`src/rtl/spinbo_pkg.sv`:
```
// Shared types for the spin-lock backoff controller.
// Assumes nothing beyond a standard SystemVerilog package scope.
package spinbo_pkg;

    typedef enum logic [2:0] {
        ST_IDLE  = 3'd0,
        ST_POLL  = 3'd1,
        ST_WAIT  = 3'd2,
        ST_TAS   = 3'd3,
        ST_OWNED = 3'd4
    } spinbo_state_e;

endpackage

```
`src/rtl/spinbo_lfsr.sv`:
```
// 16-bit Fibonacci shift register used as the random increment source.
// Advances one step when adv is high; assumes SEED is nonzero.
module spinbo_lfsr #(
    parameter logic [15:0] SEED = 16'hACE1
) (
    input  logic        clk,
    input  logic        rst_n,
    input  logic        adv,
    output logic [15:0] value
);

    logic feedback;

    // Feedback taps for the maximal polynomial x^16+x^14+x^13+x^11+1
    assign feedback = value[15] ^ value[13] ^ value[12] ^ value[10];

    // State register: loads seed on reset, shifts on advance
    always_ff @(posedge clk) begin
        if (!rst_n)
            value <= SEED;
        else if (adv)
            value <= {value[14:0], feedback};
    end

    p_lfsr_nonzero_r6: assert property (@(posedge clk) disable iff (!rst_n)
        value != 16'd0);

endmodule

```
`src/rtl/spinbo_delay_calc.sv`:
```
// Holds the current backoff delay and the delay of the last winning attempt.
// Loads the start delay on an acquire start, grows it on a failed set
// (dynamic mode only), and records it on a win. Assumes DW <= 16.
module spinbo_delay_calc #(
    parameter int DW = 8,
    parameter int SW = 3
) (
    input  logic          clk,
    input  logic          rst_n,
    input  logic          start,
    input  logic          fail,
    input  logic          win,
    input  logic          static_mode,
    input  logic [DW-1:0] slot,
    input  logic [DW-1:0] max_delay,
    input  logic [DW-1:0] inc_mask,
    input  logic [SW-1:0] shift,
    input  logic [15:0]   rnd,
    output logic [DW-1:0] cur_delay
);

    localparam int SUMW = DW + 1;

    logic [DW-1:0]   last_win;
    logic [DW-1:0]   start_val;
    logic [DW-1:0]   inc;
    logic [SUMW-1:0] grown;
    logic [DW-1:0]   grown_capped;

    // Clip a value to the configured ceiling
    function automatic logic [DW-1:0] clip(input logic [SUMW-1:0] v,
                                           input logic [DW-1:0]   lim);
        return (v > {1'b0, lim}) ? lim : v[DW-1:0];
    endfunction

    // Start value: static slot or a fraction of the last winning delay
    always_comb begin
        if (static_mode)
            start_val = clip({1'b0, slot}, max_delay);
        else
            start_val = clip({1'b0, last_win >> shift}, max_delay);
    end

    // Growth value: add masked random increment, then clip
    always_comb begin
        inc          = rnd[DW-1:0] & inc_mask;
        grown        = {1'b0, cur_delay} + {1'b0, inc};
        grown_capped = clip(grown, max_delay);
    end

    // Current delay register
    always_ff @(posedge clk) begin
        if (!rst_n)
            cur_delay <= '0;
        else if (start)
            cur_delay <= start_val;
        else if (fail && !static_mode)
            cur_delay <= grown_capped;
    end

    // Winning-delay memory used by the next acquire
    always_ff @(posedge clk) begin
        if (!rst_n)
            last_win <= '0;
        else if (win)
            last_win <= cur_delay;
    end

    p_cap_after_update_r7: assert property (@(posedge clk) disable iff (!rst_n)
        (start || fail) |=> (cur_delay <= $past(max_delay)));

    p_static_hold_r5: assert property (@(posedge clk) disable iff (!rst_n)
        (fail && static_mode && !start) |=> $stable(cur_delay));

endmodule

```
`src/rtl/spinbo_timer.sv`:
```
// Down-counter for the wait between seeing the lock free and attempting
// the set. Loads on load, decrements each cycle while run and nonzero.
module spinbo_timer #(
    parameter int DW = 8
) (
    input  logic          clk,
    input  logic          rst_n,
    input  logic          load,
    input  logic [DW-1:0] load_val,
    input  logic          run,
    output logic          zero
);

    logic [DW-1:0] cnt;

    assign zero = (cnt == '0);

    // Count register: load has priority over decrement
    always_ff @(posedge clk) begin
        if (!rst_n)
            cnt <= '0;
        else if (load)
            cnt <= load_val;
        else if (run && !zero)
            cnt <= cnt - 1'b1;
    end

    p_no_load_while_running_r4: assert property (@(posedge clk) disable iff (!rst_n)
        load |-> !run);

endmodule

```
`src/rtl/spin_backoff_ctrl.sv`:
```
// Per-requester spin-lock controller: polls the lock with plain reads,
// waits a static or growing randomized delay after seeing it free, then
// issues a test-and-set. Assumes read and set handshakes acknowledge while
// the matching request is high; acks outside a request are ignored.
module spin_backoff_ctrl
    import spinbo_pkg::*;
#(
    parameter int          DW   = 8,
    parameter int          SW   = 3,
    parameter logic [15:0] SEED = 16'hACE1
) (
    input  logic          clk,
    input  logic          rst_n,
    input  logic          acq_req,
    input  logic          rel_req,
    input  logic          cfg_static,
    input  logic [DW-1:0] cfg_slot,
    input  logic [DW-1:0] cfg_max,
    input  logic [DW-1:0] cfg_inc_mask,
    input  logic [SW-1:0] cfg_shift,
    output logic          rd_req,
    input  logic          rd_ack,
    input  logic          rd_data,
    output logic          tas_req,
    input  logic          tas_ack,
    input  logic          tas_old,
    output logic          wr_req,
    output logic          acquired
);

    spinbo_state_e state, state_nx;

    logic          ev_start;
    logic          ev_free;
    logic          ev_fail;
    logic          ev_win;
    logic          ev_release;
    logic          tmr_zero;
    logic [15:0]   rnd;
    logic [DW-1:0] cur_delay;

    // Event decode from state and handshakes
    always_comb begin
        ev_start   = (state == ST_IDLE)  && acq_req;
        ev_free    = (state == ST_POLL)  && rd_ack && !rd_data;
        ev_fail    = (state == ST_TAS)   && tas_ack && tas_old;
        ev_win     = (state == ST_TAS)   && tas_ack && !tas_old;
        ev_release = (state == ST_OWNED) && rel_req;
    end

    // Next-state logic
    always_comb begin
        state_nx = state;
        unique case (state)
            ST_IDLE:  if (ev_start)   state_nx = ST_POLL;
            ST_POLL:  if (ev_free)    state_nx = ST_WAIT;
            ST_WAIT:  if (tmr_zero)   state_nx = ST_TAS;
            ST_TAS: begin
                if (ev_win)           state_nx = ST_OWNED;
                else if (ev_fail)     state_nx = ST_POLL;
            end
            ST_OWNED: if (ev_release) state_nx = ST_IDLE;
            default:                  state_nx = ST_IDLE;
        endcase
    end

    // State register
    always_ff @(posedge clk) begin
        if (!rst_n)
            state <= ST_IDLE;
        else
            state <= state_nx;
    end

    // Release write strobe, one cycle after the release request
    always_ff @(posedge clk) begin
        if (!rst_n)
            wr_req <= 1'b0;
        else
            wr_req <= ev_release;
    end

    // Request and status outputs decoded from state
    always_comb begin
        rd_req   = (state == ST_POLL);
        tas_req  = (state == ST_TAS);
        acquired = (state == ST_OWNED);
    end

    spinbo_lfsr #(.SEED(SEED)) u_lfsr (
        .clk   (clk),
        .rst_n (rst_n),
        .adv   (ev_fail),
        .value (rnd)
    );

    spinbo_delay_calc #(.DW(DW), .SW(SW)) u_delay (
        .clk         (clk),
        .rst_n       (rst_n),
        .start       (ev_start),
        .fail        (ev_fail),
        .win         (ev_win),
        .static_mode (cfg_static),
        .slot        (cfg_slot),
        .max_delay   (cfg_max),
        .inc_mask    (cfg_inc_mask),
        .shift       (cfg_shift),
        .rnd         (rnd),
        .cur_delay   (cur_delay)
    );

    spinbo_timer #(.DW(DW)) u_timer (
        .clk      (clk),
        .rst_n    (rst_n),
        .load     (ev_free),
        .load_val (cur_delay),
        .run      (state == ST_WAIT),
        .zero     (tmr_zero)
    );

    p_busy_keeps_polling_r3: assert property (@(posedge clk) disable iff (!rst_n)
        (rd_req && rd_ack && rd_data) |=> (rd_req && !tas_req));

    p_set_only_after_zero_r4: assert property (@(posedge clk) disable iff (!rst_n)
        $rose(tas_req) |-> $past(tmr_zero));

    p_win_acquires_r2: assert property (@(posedge clk) disable iff (!rst_n)
        (tas_req && tas_ack && !tas_old) |=> acquired);

    p_fail_repolls_r2: assert property (@(posedge clk) disable iff (!rst_n)
        (tas_req && tas_ack && tas_old) |=> rd_req);

    p_release_write_r9: assert property (@(posedge clk) disable iff (!rst_n)
        (acquired && rel_req) |=> (wr_req && !acquired && !rd_req));

    p_one_request_r9: assert property (@(posedge clk) disable iff (!rst_n)
        $onehot0({rd_req, tas_req, wr_req, acquired}));

endmodule

```
`config.mk`:
```
export PLATFORM = sky130hd
export DESIGN_NAME = spin_backoff_ctrl
export DESIGN_NICKNAME = d
export VERILOG_FILES = /design/src/rtl/spinbo_pkg.sv /design/src/rtl/spinbo_lfsr.sv /design/src/rtl/spinbo_delay_calc.sv /design/src/rtl/spinbo_timer.sv /design/src/rtl/spin_backoff_ctrl.sv
export SDC_FILE = /design/constraint.sdc
export NUM_CORES = 1
export LEC_CHECK = 0
export BUFFER_PORTS_ARGS = -buffer_cell sky130_fd_sc_hd__buf_2
export CORE_UTILIZATION = 45
export CTS_CLUSTER_SIZE = 10
export DETAILED_ROUTE_END_ITERATION = 10
export GPL_ROUTABILITY_DRIVEN = 0
export HOLD_SLACK_MARGIN = 0.03
export PLACE_DENSITY = 0.74
export SLEW_MARGIN = 20
export SYNTH_ARGS = -nofsm -noshare
export SYNTH_HDL_FRONTEND = slang
export SYNTH_SLANG_ARGS = --single-unit
export TNS_END_PERCENT = 50
```
`constraint.sdc`:
```
create_clock -name clk -period 4.9 [get_ports clk]
set_input_delay 0.98 -clock clk [delete_from_list [all_inputs] [get_ports clk]]
set_output_delay 0.98 -clock clk [all_outputs]
set_load 0.005 [all_outputs]
```
Yosys cells after proc, flatten, opt, wreduce, memory -nomap -nowiden
Index checks and enable logic that the tools add are counted.
{"block": "totals", "register_bits": 44, "inputBits": 36, "output_inout_bits": 4, "elab_cells": 58}
{"block": "classes", "n_addsub": 2, "order_cmp": 3, "eq_ne": 9, "n_shift": 1, "n_mux": 15, "bitwise_logic": 4, "n_reduce_logical": 18}
{"operator": "two-way mux 8 bit", "count": 8}
{"operator": "two-way mux 3 bit", "count": 6}
{"operator": "> comparator 8 bit", "count": 2}
{"operator": "one-hot mux 3 bit (5 select lines)", "count": 1}
{"operator": "adder 8 x 8 -> 9 bit", "count": 1}
{"operator": "> comparator 9 x 8 -> 1 bit", "count": 1}
{"operator": "logical AND 1 bit", "count": 9}
{"operator": "bitwise AND 8 bit", "count": 1}
{"operator": "zero test 8 bit", "count": 1}
{"operator": ">> shifter 8 x 3 -> 8 bit", "count": 1}
{"operator": "subtractor 8 x 1 -> 8 bit (second input constant)", "count": 1}
{"operator": "== test 3 x 2 -> 1 bit (second input constant)", "count": 2}
{"operator": "AND reduction 5 bit", "count": 1}
{"operator": "zero test 1 bit", "count": 4}
{"operator": "!= test 2 x 1 -> 1 bit (second input constant)", "count": 2}
{"operator": "!= test 2 bit (second input constant)", "count": 2}
{"operator": "nonzero test 2 bit", "count": 2}
{"operator": "== test 3 x 1 -> 1 bit (second input constant)", "count": 1}
{"operator": "== test 3 bit (second input constant)", "count": 1}
{"operator": "zero test 3 bit", "count": 1}
{"operator": "!= test 3 x 1 -> 1 bit (second input constant)", "count": 1}
{"operator": "bitwise XOR 1 bit", "count": 3}

Depth between registers and ports, before layout
Gate-level depths: netlist (run 1).
{"block": "logic_depth", "word_depth": 6, "depth_mapped": 17, "ltp_nobuf": 16}

Modules after synthesis
A second synthesis (run 1) with hierarchy kept.
{"block": "hier_totals", "cells_unflattened": 392, "area_unflattened_um2": 3497.1}
{"module": "spinbo_delay_calc", "n_inst": 1, "cells_per_inst": 252, "area_each_um2": 2098.3, "seq_area_each_um2": 320.3}
{"module": "spinbo_lfsr", "n_inst": 1, "cells_per_inst": 54, "area_each_um2": 630.6, "seq_area_each_um2": 320.3}
{"module": "spinbo_timer", "n_inst": 1, "cells_per_inst": 58, "area_each_um2": 508.0, "seq_area_each_um2": 160.2}
{"module": "spin_backoff_ctrl", "n_inst": 1, "cells_per_inst": 28, "area_each_um2": 260.2, "seq_area_each_um2": 80.1}

Worst setup path after synthesis (run 1)
No wires, ideal clock.
{"block": "synth_path", "kind": "input-to-reg", "startpoint": "input cfg_inc_mask[0]", "endpoint": "register u_delay.cur_delay[7]", "setup_time_ps": 120, "arrival_time_ps": 4079, "required_time_ps": 4780, "path_slack_ps": 701, "path_stages": 16, "n_path_buf": 1, "cell_sequence": "and2_1 > ha_1 > fa_1 > a21oi_1 > o21ai_0 > o21a_1 > nor2_1 > xnor2_1 > ha_1 > or4_4 > a2111oi_4 > o21ai_2 > buf_6 > nand3_2 > o211ai_2 > o31a_1"}
{"block": "synth_between", "elab_chain_cells": 6}
{"item": "start, declared", "line": "spin_backoff_ctrl.sv:19", "source": "input logic [DW-1:0] cfg_inc_mask,"}
{"item": "bitwise AND 8 bit (*)", "line": "spinbo_delay_calc.sv:46", "source": "inc = rnd[DW-1:0] & inc_mask;"}
{"item": "adder 8 x 8 -> 9 bit (*)", "line": "spinbo_delay_calc.sv:47", "source": "grown = {1'b0, cur_delay} + {1'b0, inc};"}
{"item": "> comparator 9 x 8 -> 1 bit", "line": "spinbo_delay_calc.sv:33", "source": "return (v > {1'b0, lim}) ? lim : v[DW-1:0];"}
{"item": "two-way mux 8 bit (*)", "line": "spinbo_delay_calc.sv:33"}
{"item": "two-way mux 8 bit (*)", "line": "spinbo_delay_calc.sv:57", "source": "else if (fail && !static_mode)"}
{"item": "two-way mux 8 bit (*)", "line": "spinbo_delay_calc.sv:55", "source": "else if (start)"}
{"item": "end signal, assigned", "line": "spinbo_delay_calc.sv:56", "source": "cur_delay <= start_val;"}
{"item": "end signal, assigned", "line": "spinbo_delay_calc.sv:58", "source": "cur_delay <= grown_capped;"}
{"item": "end, declared", "line": "spinbo_delay_calc.sv:19", "source": "output logic [DW-1:0] cur_delay"}
Every way passes the cells marked *; elsewhere a longest branch is shown, timed or not. The select of a mux whose other input is x is not followed.
A chain may end at the register's enable or synchronous reset.

Worst setup path after layout (run 1)
{"block": "layout_path", "startpoint": "input cfg_inc_mask[0]", "endpoint": "register u_delay.cur_delay[5]"}
The elaborated chain is that of the path after synthesis.

==> results of run 1 <==
area by class of cell:
type | instances | area (sq um) | share of cell area (%)
Multi-Input combinational cell | 331 | 2310 | 62.7
Sequential cell | 44 | 881 | 23.9
Clock inverter | 3 | 21.3 | 0.578
Timing Repair Buffer | 41 | 210 | 5.71
Clock buffer | 5 | 68.8 | 1.87
Inverter | 19 | 71.3 | 1.94
Tap cell | 96 | 120 | 3.26
kinds of logic (layout without fill, tap and decap cells):
| group | Yosys count | count (layout) | synth area share, % |
|---|---|---|---|
| simple gates | 158 | 158 | 22.7 |
| compound gates | 99 | 99 | 20.9 |
| flops | 44 | 44 | 26.5 |
| fa+ha+maj | 35 | 35 | 13.4 |
| buf+inv | 34 | 68 | 4.25 |
| mux | 30 | 30 | 9.88 |
| xor+xnor | 9 | 9 | 2.37 |
routing by layer:
layer	part of all wire [%]	vias up	routed length (um)
met4	1.8	0	151
met3	5.2	16	437
met5	0	-	0
met1	46	1450	3880
met2	47	93	3960
li1	-	1550	-
worst max path at each step:
stage,from,to,slack [ns],cells after the start
2_1_floorplan,cfg_inc_mask[0],u_delay.cur_delay[7],0.70,16
6_report,cfg_inc_mask[0],u_delay.cur_delay[5],0.65,16
4_1_cts,cfg_inc_mask[0],u_delay.cur_delay[5],0.65,16
5_1_grt,cfg_inc_mask[0],u_delay.cur_delay[2],0.43,16
3_5_place_dp,cfg_inc_mask[0],u_delay.cur_delay[5],0.35,16
3_3_place_gp,cfg_inc_mask[0],u_delay.cur_delay[7],0.45,16
registers in the layout, indices dropped and copies added (netlist names):
name               cells
wr_req                 1
u_delay.last_win       8
u_timer.cnt            8
u_delay.cur_delay      8
state                  3
u_lfsr.value          16
Yosys cell counts, drive strengths merged, types with 7 or more instances:
library cell | instances | area share (%)
nand2 | 55 | 6.2
dfxtp | 44 | 26
a21oi | 35 | 5.3
nor2 | 35 | 3.9
ha | 34 | 13
mux2i | 25 | 7.5
inv | 18 | 2.0
o21ai | 16 | 2.5
nand3 | 15 | 2.6
and2 | 10 | 1.9
a221oi | 8 | 2.1
clkbuf | 8 | 0.90
nor3 | 8 | 1.2
o211ai | 8 | 2.0
xnor2 | 8 | 2.1
a211oi | 7 | 1.6
buf | 7 | 1.2
nor2b | 7 | 1.3
worst reg2reg max path: cells and delay by family (launching register included):
family,cells,cell delay (ns)
muxes,1,0.21
xor gates and xnor gates,1,0.10
and+or+nand+nor,4,0.82
adders and majority gates,3,0.84
DFF,1,0.33
AOI/OAI and AO/OA,6,1.41
where the power goes:
part	leakage (nW)	switching, mW	internal [mW]	total (mW)
Sequential	0.356	0.0180	0.368	0.386
Combinational	1.21	0.130	0.0982	0.229
Clock	0.0445	0.136	0.101	0.237
Total	1.61	0.284	0.568	0.852
stage by stage:
| step | cells | area [sq um] |
|---|---|---|
| 2_1_floorplan | 409 | 3330 |
| 3_3_place_gp | 531 | 3590 |
| 3_5_place_dp | 531 | 3590 |
| 4_1_cts | 539 | 3680 |
| 5_1_grt | 539 | 3680 |
| 6_report | 539 | 3680 |
==> metrics.log, run 1 <==
INFO  metric detail_route.drc_violations = 0
INFO  metric clock_sink_count = 44
INFO  metric clk_pin_slew_worst_paths = 0.09 ns
INFO  metric cts_inserted_buffers = 5
INFO  metric clock_tree_from_tritoncts = done
INFO  metric gr-usage-met2 = 37.9%
INFO  metric ys_ff_latch = 44
INFO  metric groute.layer.met1.usage = 29.9%
INFO  metric final_core_utilization = 52.7%
INFO  metric synth-warning-count = 0
INFO  metric global_route_wire_length_before_repair = 13.5 mm
INFO  metric design.portCount = 40
INFO  metric dieWidth = 88.0 um
INFO  metric crit_path_end_kind = flip-flop
INFO  metric leakagePower = around 1.6 nW
INFO  metric yosysUniqueCellTypes = just under 60
INFO  metric crit_required = 5.10 ns
INFO  metric post_route_cells_drive_above_1_share = 14.4%
INFO  metric run_status = completed
INFO  metric synth_flop_cell = sky130_fd_sc_hd__dfxtp_1
INFO  metric first_pass_iters = 5
INFO  metric layout-area-overhead-vs-synth = 10.5%
INFO  metric starting_density = between 40% and 50%
INFO  metric timing.critical_path.from_type = input port
INFO  metric nets = roughly 510
INFO  metric timing.final.max_slew_violations = 0
INFO  metric post_synth_inst_count = about 410
INFO  metric overflow = 0
INFO  metric clock.fmax = 0.235 GHz
INFO  metric r2r_end = u_delay.cur_delay[5]
INFO  metric grt_usage = a little under a quarter
INFO  metric final-hold-violation-count = 0
INFO  metric synthesis.area_per_instance = 8.14 sq um
INFO  metric grt_antenna_before_repair = 0
INFO  metric die-area = 0.00775 sq mm
INFO  metric clk-insertion-delay-late = roughly 0.3 ns
INFO  metric drt_iter0_drc = slightly above 200
INFO  metric hold_class = reg2reg
INFO  metric asyncSetResetFlopFracSynth = 0%
INFO  metric tns = 0 ns
INFO  metric timing_worst_slew_pin_value = 0.597 ns
INFO  metric dieHeight = just under 90 um
INFO  metric ctsHoldBuffers = 0
INFO  metric synth.net_count = 480
INFO  metric grt_max_degree = 24
INFO  metric htreeDepth = 2
INFO  metric port_buffers = 39
INFO  metric groute.layer.met3.usage = roughly 3.5%
INFO  metric routed_wire_length_per_instance = 15.6 um
INFO  metric antenna_left = 0
INFO  metric hold-worst-slack = 0.461 ns
INFO  metric detail_route.vias_per_cell = around 5.8
INFO  metric antenna_cells_inserted = 0
INFO  metric final_min_period_over_clock_period = between 80% and 90%
INFO  metric cpLargestDelayFamily = compound AO/OA/AOI/OAI gates
INFO  metric critPathMaxFanout = 12
INFO  metric cts_max_path_buffers = 2
INFO  metric r2r-start = u_lfsr.value[0]
INFO  metric clock_tree_root = sky130_fd_sc_hd__clkbuf_8
INFO  metric layout_commonest_cell = sky130_fd_sc_hd__nand2_1
INFO  metric hpwlAfterDp = ~6.4 mm
INFO  metric worst_path_most_repeated_cell = sky130_fd_sc_hd__ha_1
INFO  metric fill_cells = 697
INFO  metric std_cell_rows = 30
INFO  metric mostFrequentLayoutCells = sky130_fd_sc_hd__nand2_1, sky130_fd_sc_hd__dfxtp_1, sky130_fd_sc_hd__buf_2
INFO  metric rsz_0062_raised_after_global_routing = no
INFO  metric worst_ir_drop_vdd = 258 uV
INFO  metric core_region_area = 0.00698 sq mm
INFO  metric final_clock_skew = 0.00392 ns
INFO  metric crit_arrival = 4.45 ns
INFO  metric post-cts-setup-buffers = 0
INFO  metric reg2reg_path_depth = 15
INFO  metric final_critical_path_setup_slack = roughly 0.65 ns
INFO  metric timing.final.crit_period = 4.25 ns
INFO  metric critPathMaxStageDelay = 0.50 ns
INFO  metric cap_viol_max_count = 0
INFO  metric ctsResizeCount = 0
INFO  metric dp_slack = 0.350 ns
INFO  metric fin_total_pwr = approximately 0.85 mW
INFO  metric worst_hold_path.num_cells = 2
INFO  metric timing.critical_path.slowest_stage_cell = sky130_fd_sc_hd__or4_4
INFO  metric synth-edff-count = 0
INFO  metric globalRoute.busiestLayer = met2
INFO  metric cp_num_buf_inv = 1
INFO  metric synthesis.area = 0.00333 sq mm
INFO  metric crit_type = in2reg
INFO  metric first_global_vias = 2867
INFO  metric timing.slew.headroom = about three fifths
INFO  metric synth.yosys.seq_area_share = 26.5%
INFO  metric via_count = 3109
INFO  metric hold_path_startpoint = u_lfsr.value[8]
INFO  metric reg2reg_setup_slack = approximately 1.1 ns
INFO  metric hold-path-endpoint = u_lfsr.value[8]
INFO  metric crit_chain = buf_2, and2_1, ha_1, fa_1, a21oi_1, o21ai_0, o21a_1, nor2_1, xnor2_1, ha_1, or4_4, a2111oi_4, o21ai_2, mux2i_1, nand2_1, a22o_1
INFO  metric finalSetupViolations = 0
INFO  metric postRouteWirelength = 8.43 mm
INFO  metric pwr_density_cell = 231 mW/mm^2
Note: power is estimated with default switching activity, not from simulation.
==> inputs of run 2 (changes only) <==
BUFFER_PORTS_ARGS = unset   (was -buffer_cell sky130_fd_sc_hd__buf_2)
DONT_BUFFER_PORTS = 1   (was unset)
PLACE_DENSITY = 0.7   (was 0.74)
==> metrics.log, run 2 (synthesis gave the netlist of run 1 again) <==
INFO  metric run_status = completed
INFO  metric ctsResizeCount = 0
INFO  metric timing.slew.headroom = 37.8%
INFO  metric ctsHoldBuffers = 0
INFO  metric register_with_the_most_flip_flops = u_lfsr.value
INFO  metric nets = 473
INFO  metric dieWidth = 88.0 um
INFO  metric detail_route.vias_per_cell = 5.97
INFO  metric std_cell_rows = 30
INFO  metric hold_class = reg2reg
INFO  metric via_count = 2981
INFO  metric dieHeight = slightly below 90 um
INFO  metric dp_slack = 0.432 ns
INFO  metric finalNonFillerCells = 499
INFO  metric clock_tree_root = sky130_fd_sc_hd__clkbuf_8
INFO  metric first_global_vias = 2832
INFO  metric core_region_area = 0.00698 sq mm
INFO  metric port_buffers = 0
INFO  metric r2r-start = u_lfsr.value[0]
INFO  metric drt_iter0_drc = 191
INFO  metric clock.fmax = 0.241 GHz
INFO  metric critPathMaxFanout = 12
INFO  metric worst_ir_drop_vdd = 182 uV
INFO  metric r2r_end = u_delay.cur_delay[7]
INFO  metric hold_path_startpoint = u_lfsr.value[8]
INFO  metric largest_register_ff_count = 16
INFO  metric finalSetupViolations = 0
INFO  metric layout-area-overhead-vs-synth = 5.52%
INFO  metric timing_worst_slew_pin_value = roughly 0.93 ns
INFO  metric routed_wire_length_per_instance = between 15 and 20 um
INFO  metric critPathMaxStageDelay = roughly 0.50 ns
INFO  metric final_core_utilization = 50.3%
INFO  metric final-hold-violation-count = 0
INFO  metric post_route_cells_drive_above_1_share = 6.20%
INFO  metric htreeDepth = 2
INFO  metric timing.critical_path.from_type = input port
INFO  metric starting_density = a little under half
INFO  metric clock_sink_count = 44
INFO  metric tns = 0 ns
INFO  metric crit_arrival = between 4 and 5 ns
INFO  metric crit_type = in2reg
INFO  metric worst_path_most_repeated_cell = sky130_fd_sc_hd__ha_1
INFO  metric reg2reg_setup_slack = 1.11 ns
INFO  metric timing.final.max_slew_violations = 0
INFO  metric hold-path-endpoint = u_lfsr.value[8]
INFO  metric grt_usage = between 20% and 30%
INFO  metric die-area = 0.00775 sq mm
INFO  metric clock_tree_from_tritoncts = done
INFO  metric hpwlAfterDp = 6.47 mm
INFO  metric cts_max_path_buffers = 2
INFO  metric final_critical_path_setup_slack = 0.749 ns
INFO  metric rsz_0062_raised_after_global_routing = no
INFO  metric clk_pin_slew_worst_paths = roughly 0.09 ns
INFO  metric crit_required = approximately 5.1 ns
INFO  metric global_route_wire_length_before_repair = 13.6 mm
INFO  metric antenna_left = 0
INFO  metric cap_viol_max_count = 0
INFO  metric fin_total_pwr = 0.891 mW
INFO  metric grt_max_degree = 24
INFO  metric crit_chain = and2_1, ha_1, fa_1, a21oi_1, o21ai_0, o21a_1, nor2_1, xnor2_1, ha_1, or4_4, a2111oi_4, o21ai_2, nand3_2, o211ai_2, o31a_1
INFO  metric clk-insertion-delay-late = 0.30 ns
INFO  metric reg2reg_path_depth = 15
INFO  metric leakagePower = 1.47 nW
INFO  metric grt_antenna_before_repair = 0
INFO  metric postRouteWirelength = 8.54 mm
INFO  metric timing.final.crit_period = roughly 4.2 ns
INFO  metric timing.critical_path.slowest_stage_cell = sky130_fd_sc_hd__or4_4
INFO  metric antenna_cells_inserted = 0
INFO  metric final_min_period_over_clock_period = 84.7%
INFO  metric worst_hold_path.num_cells = 2
INFO  metric pwr_density_cell = roughly 250 mW/mm^2
INFO  metric mostFrequentLayoutCells = sky130_fd_sc_hd__nand2_1, sky130_fd_sc_hd__dfxtp_1, sky130_fd_sc_hd__nor2_1, sky130_fd_sc_hd__a21oi_1, sky130_fd_sc_hd__ha_1
INFO  metric design.portCount = 40
INFO  metric final_clock_skew = 0.00754 ns
INFO  metric cells_after_dpl = 491
INFO  metric layout_commonest_cell = sky130_fd_sc_hd__nand2_1
INFO  metric first_pass_iters = 4
INFO  metric overflow = 0
INFO  metric cts_inserted_buffers = 5
INFO  metric crit_path_end_kind = flip-flop
INFO  metric post-cts-setup-buffers = 0
INFO  metric detail_route.drc_violations = 0
## run 2: cell type report
| type | count | area (sq um) |
|---|---|---|
| clock buffers | 6 | 82.6 |
| clock inverters | 2 | 38.8 |
| fillers | 689 | 3470 |
| inverters | 19 | 71.3 |
| multi-input cells | 331 | 2310 |
| flip-flops and latches | 44 | 881 |
| well taps | 96 | 120 |
| repair buffers | 1 | 7.51 |
## run 2: worst max path at each step
stage / start / to / slack (ns) / cells past startpoint
global route: cfg_inc_mask[0] / u_delay.cur_delay[2] / 0.55 / 15
finish: cfg_inc_mask[0] / u_delay.cur_delay[7] / 0.75 / 15
CTS: cfg_inc_mask[0] / u_delay.cur_delay[7] / 0.76 / 15
floorplan: cfg_inc_mask[0] / u_delay.cur_delay[7] / 0.70 / 16
global placement: cfg_inc_mask[0] / u_delay.cur_delay[7] / 0.55 / 15
detailed placement: cfg_inc_mask[0] / u_delay.cur_delay[7] / 0.43 / 15
## run 2: routing by layer
layer | track usage [%] | part of all wire (%)
met5 | 0 | 0
met4 | 6.45 | 1.2
met3 | 3.68 | 5.6
met2 | 36.8 | 45
met1 | 30.7 | 49
## run 2: worst max-delay path, delay by kind of cell
family / cells / cell delay (ns)
AO/OA/AOI/OAI: 7 / 1.54
XOR/XNOR: 1 / 0.11
adder cells (fa/ha/maj): 3 / 0.83
AND/OR/NAND/NOR: 4 / 0.89
## run 2: power by group
group	internal, mW	total, mW	switching, mW
combinational	0.0884	0.204	0.116
sequential	0.368	0.386	0.0176
clock	0.167	0.301	0.134
## run 2: per-stage QoR
| step | cell area [sq um] | hold slack [ns] |
|---|---|---|
| after floorplan | 3330 | 0.432 |
| after global placement | 3390 | 0.444 |
| after detailed placement | 3390 | 0.449 |
| after CTS | 3510 | 0.460 |
| after global routing | 3510 | 0.485 |
| final | 3510 | 0.461 |
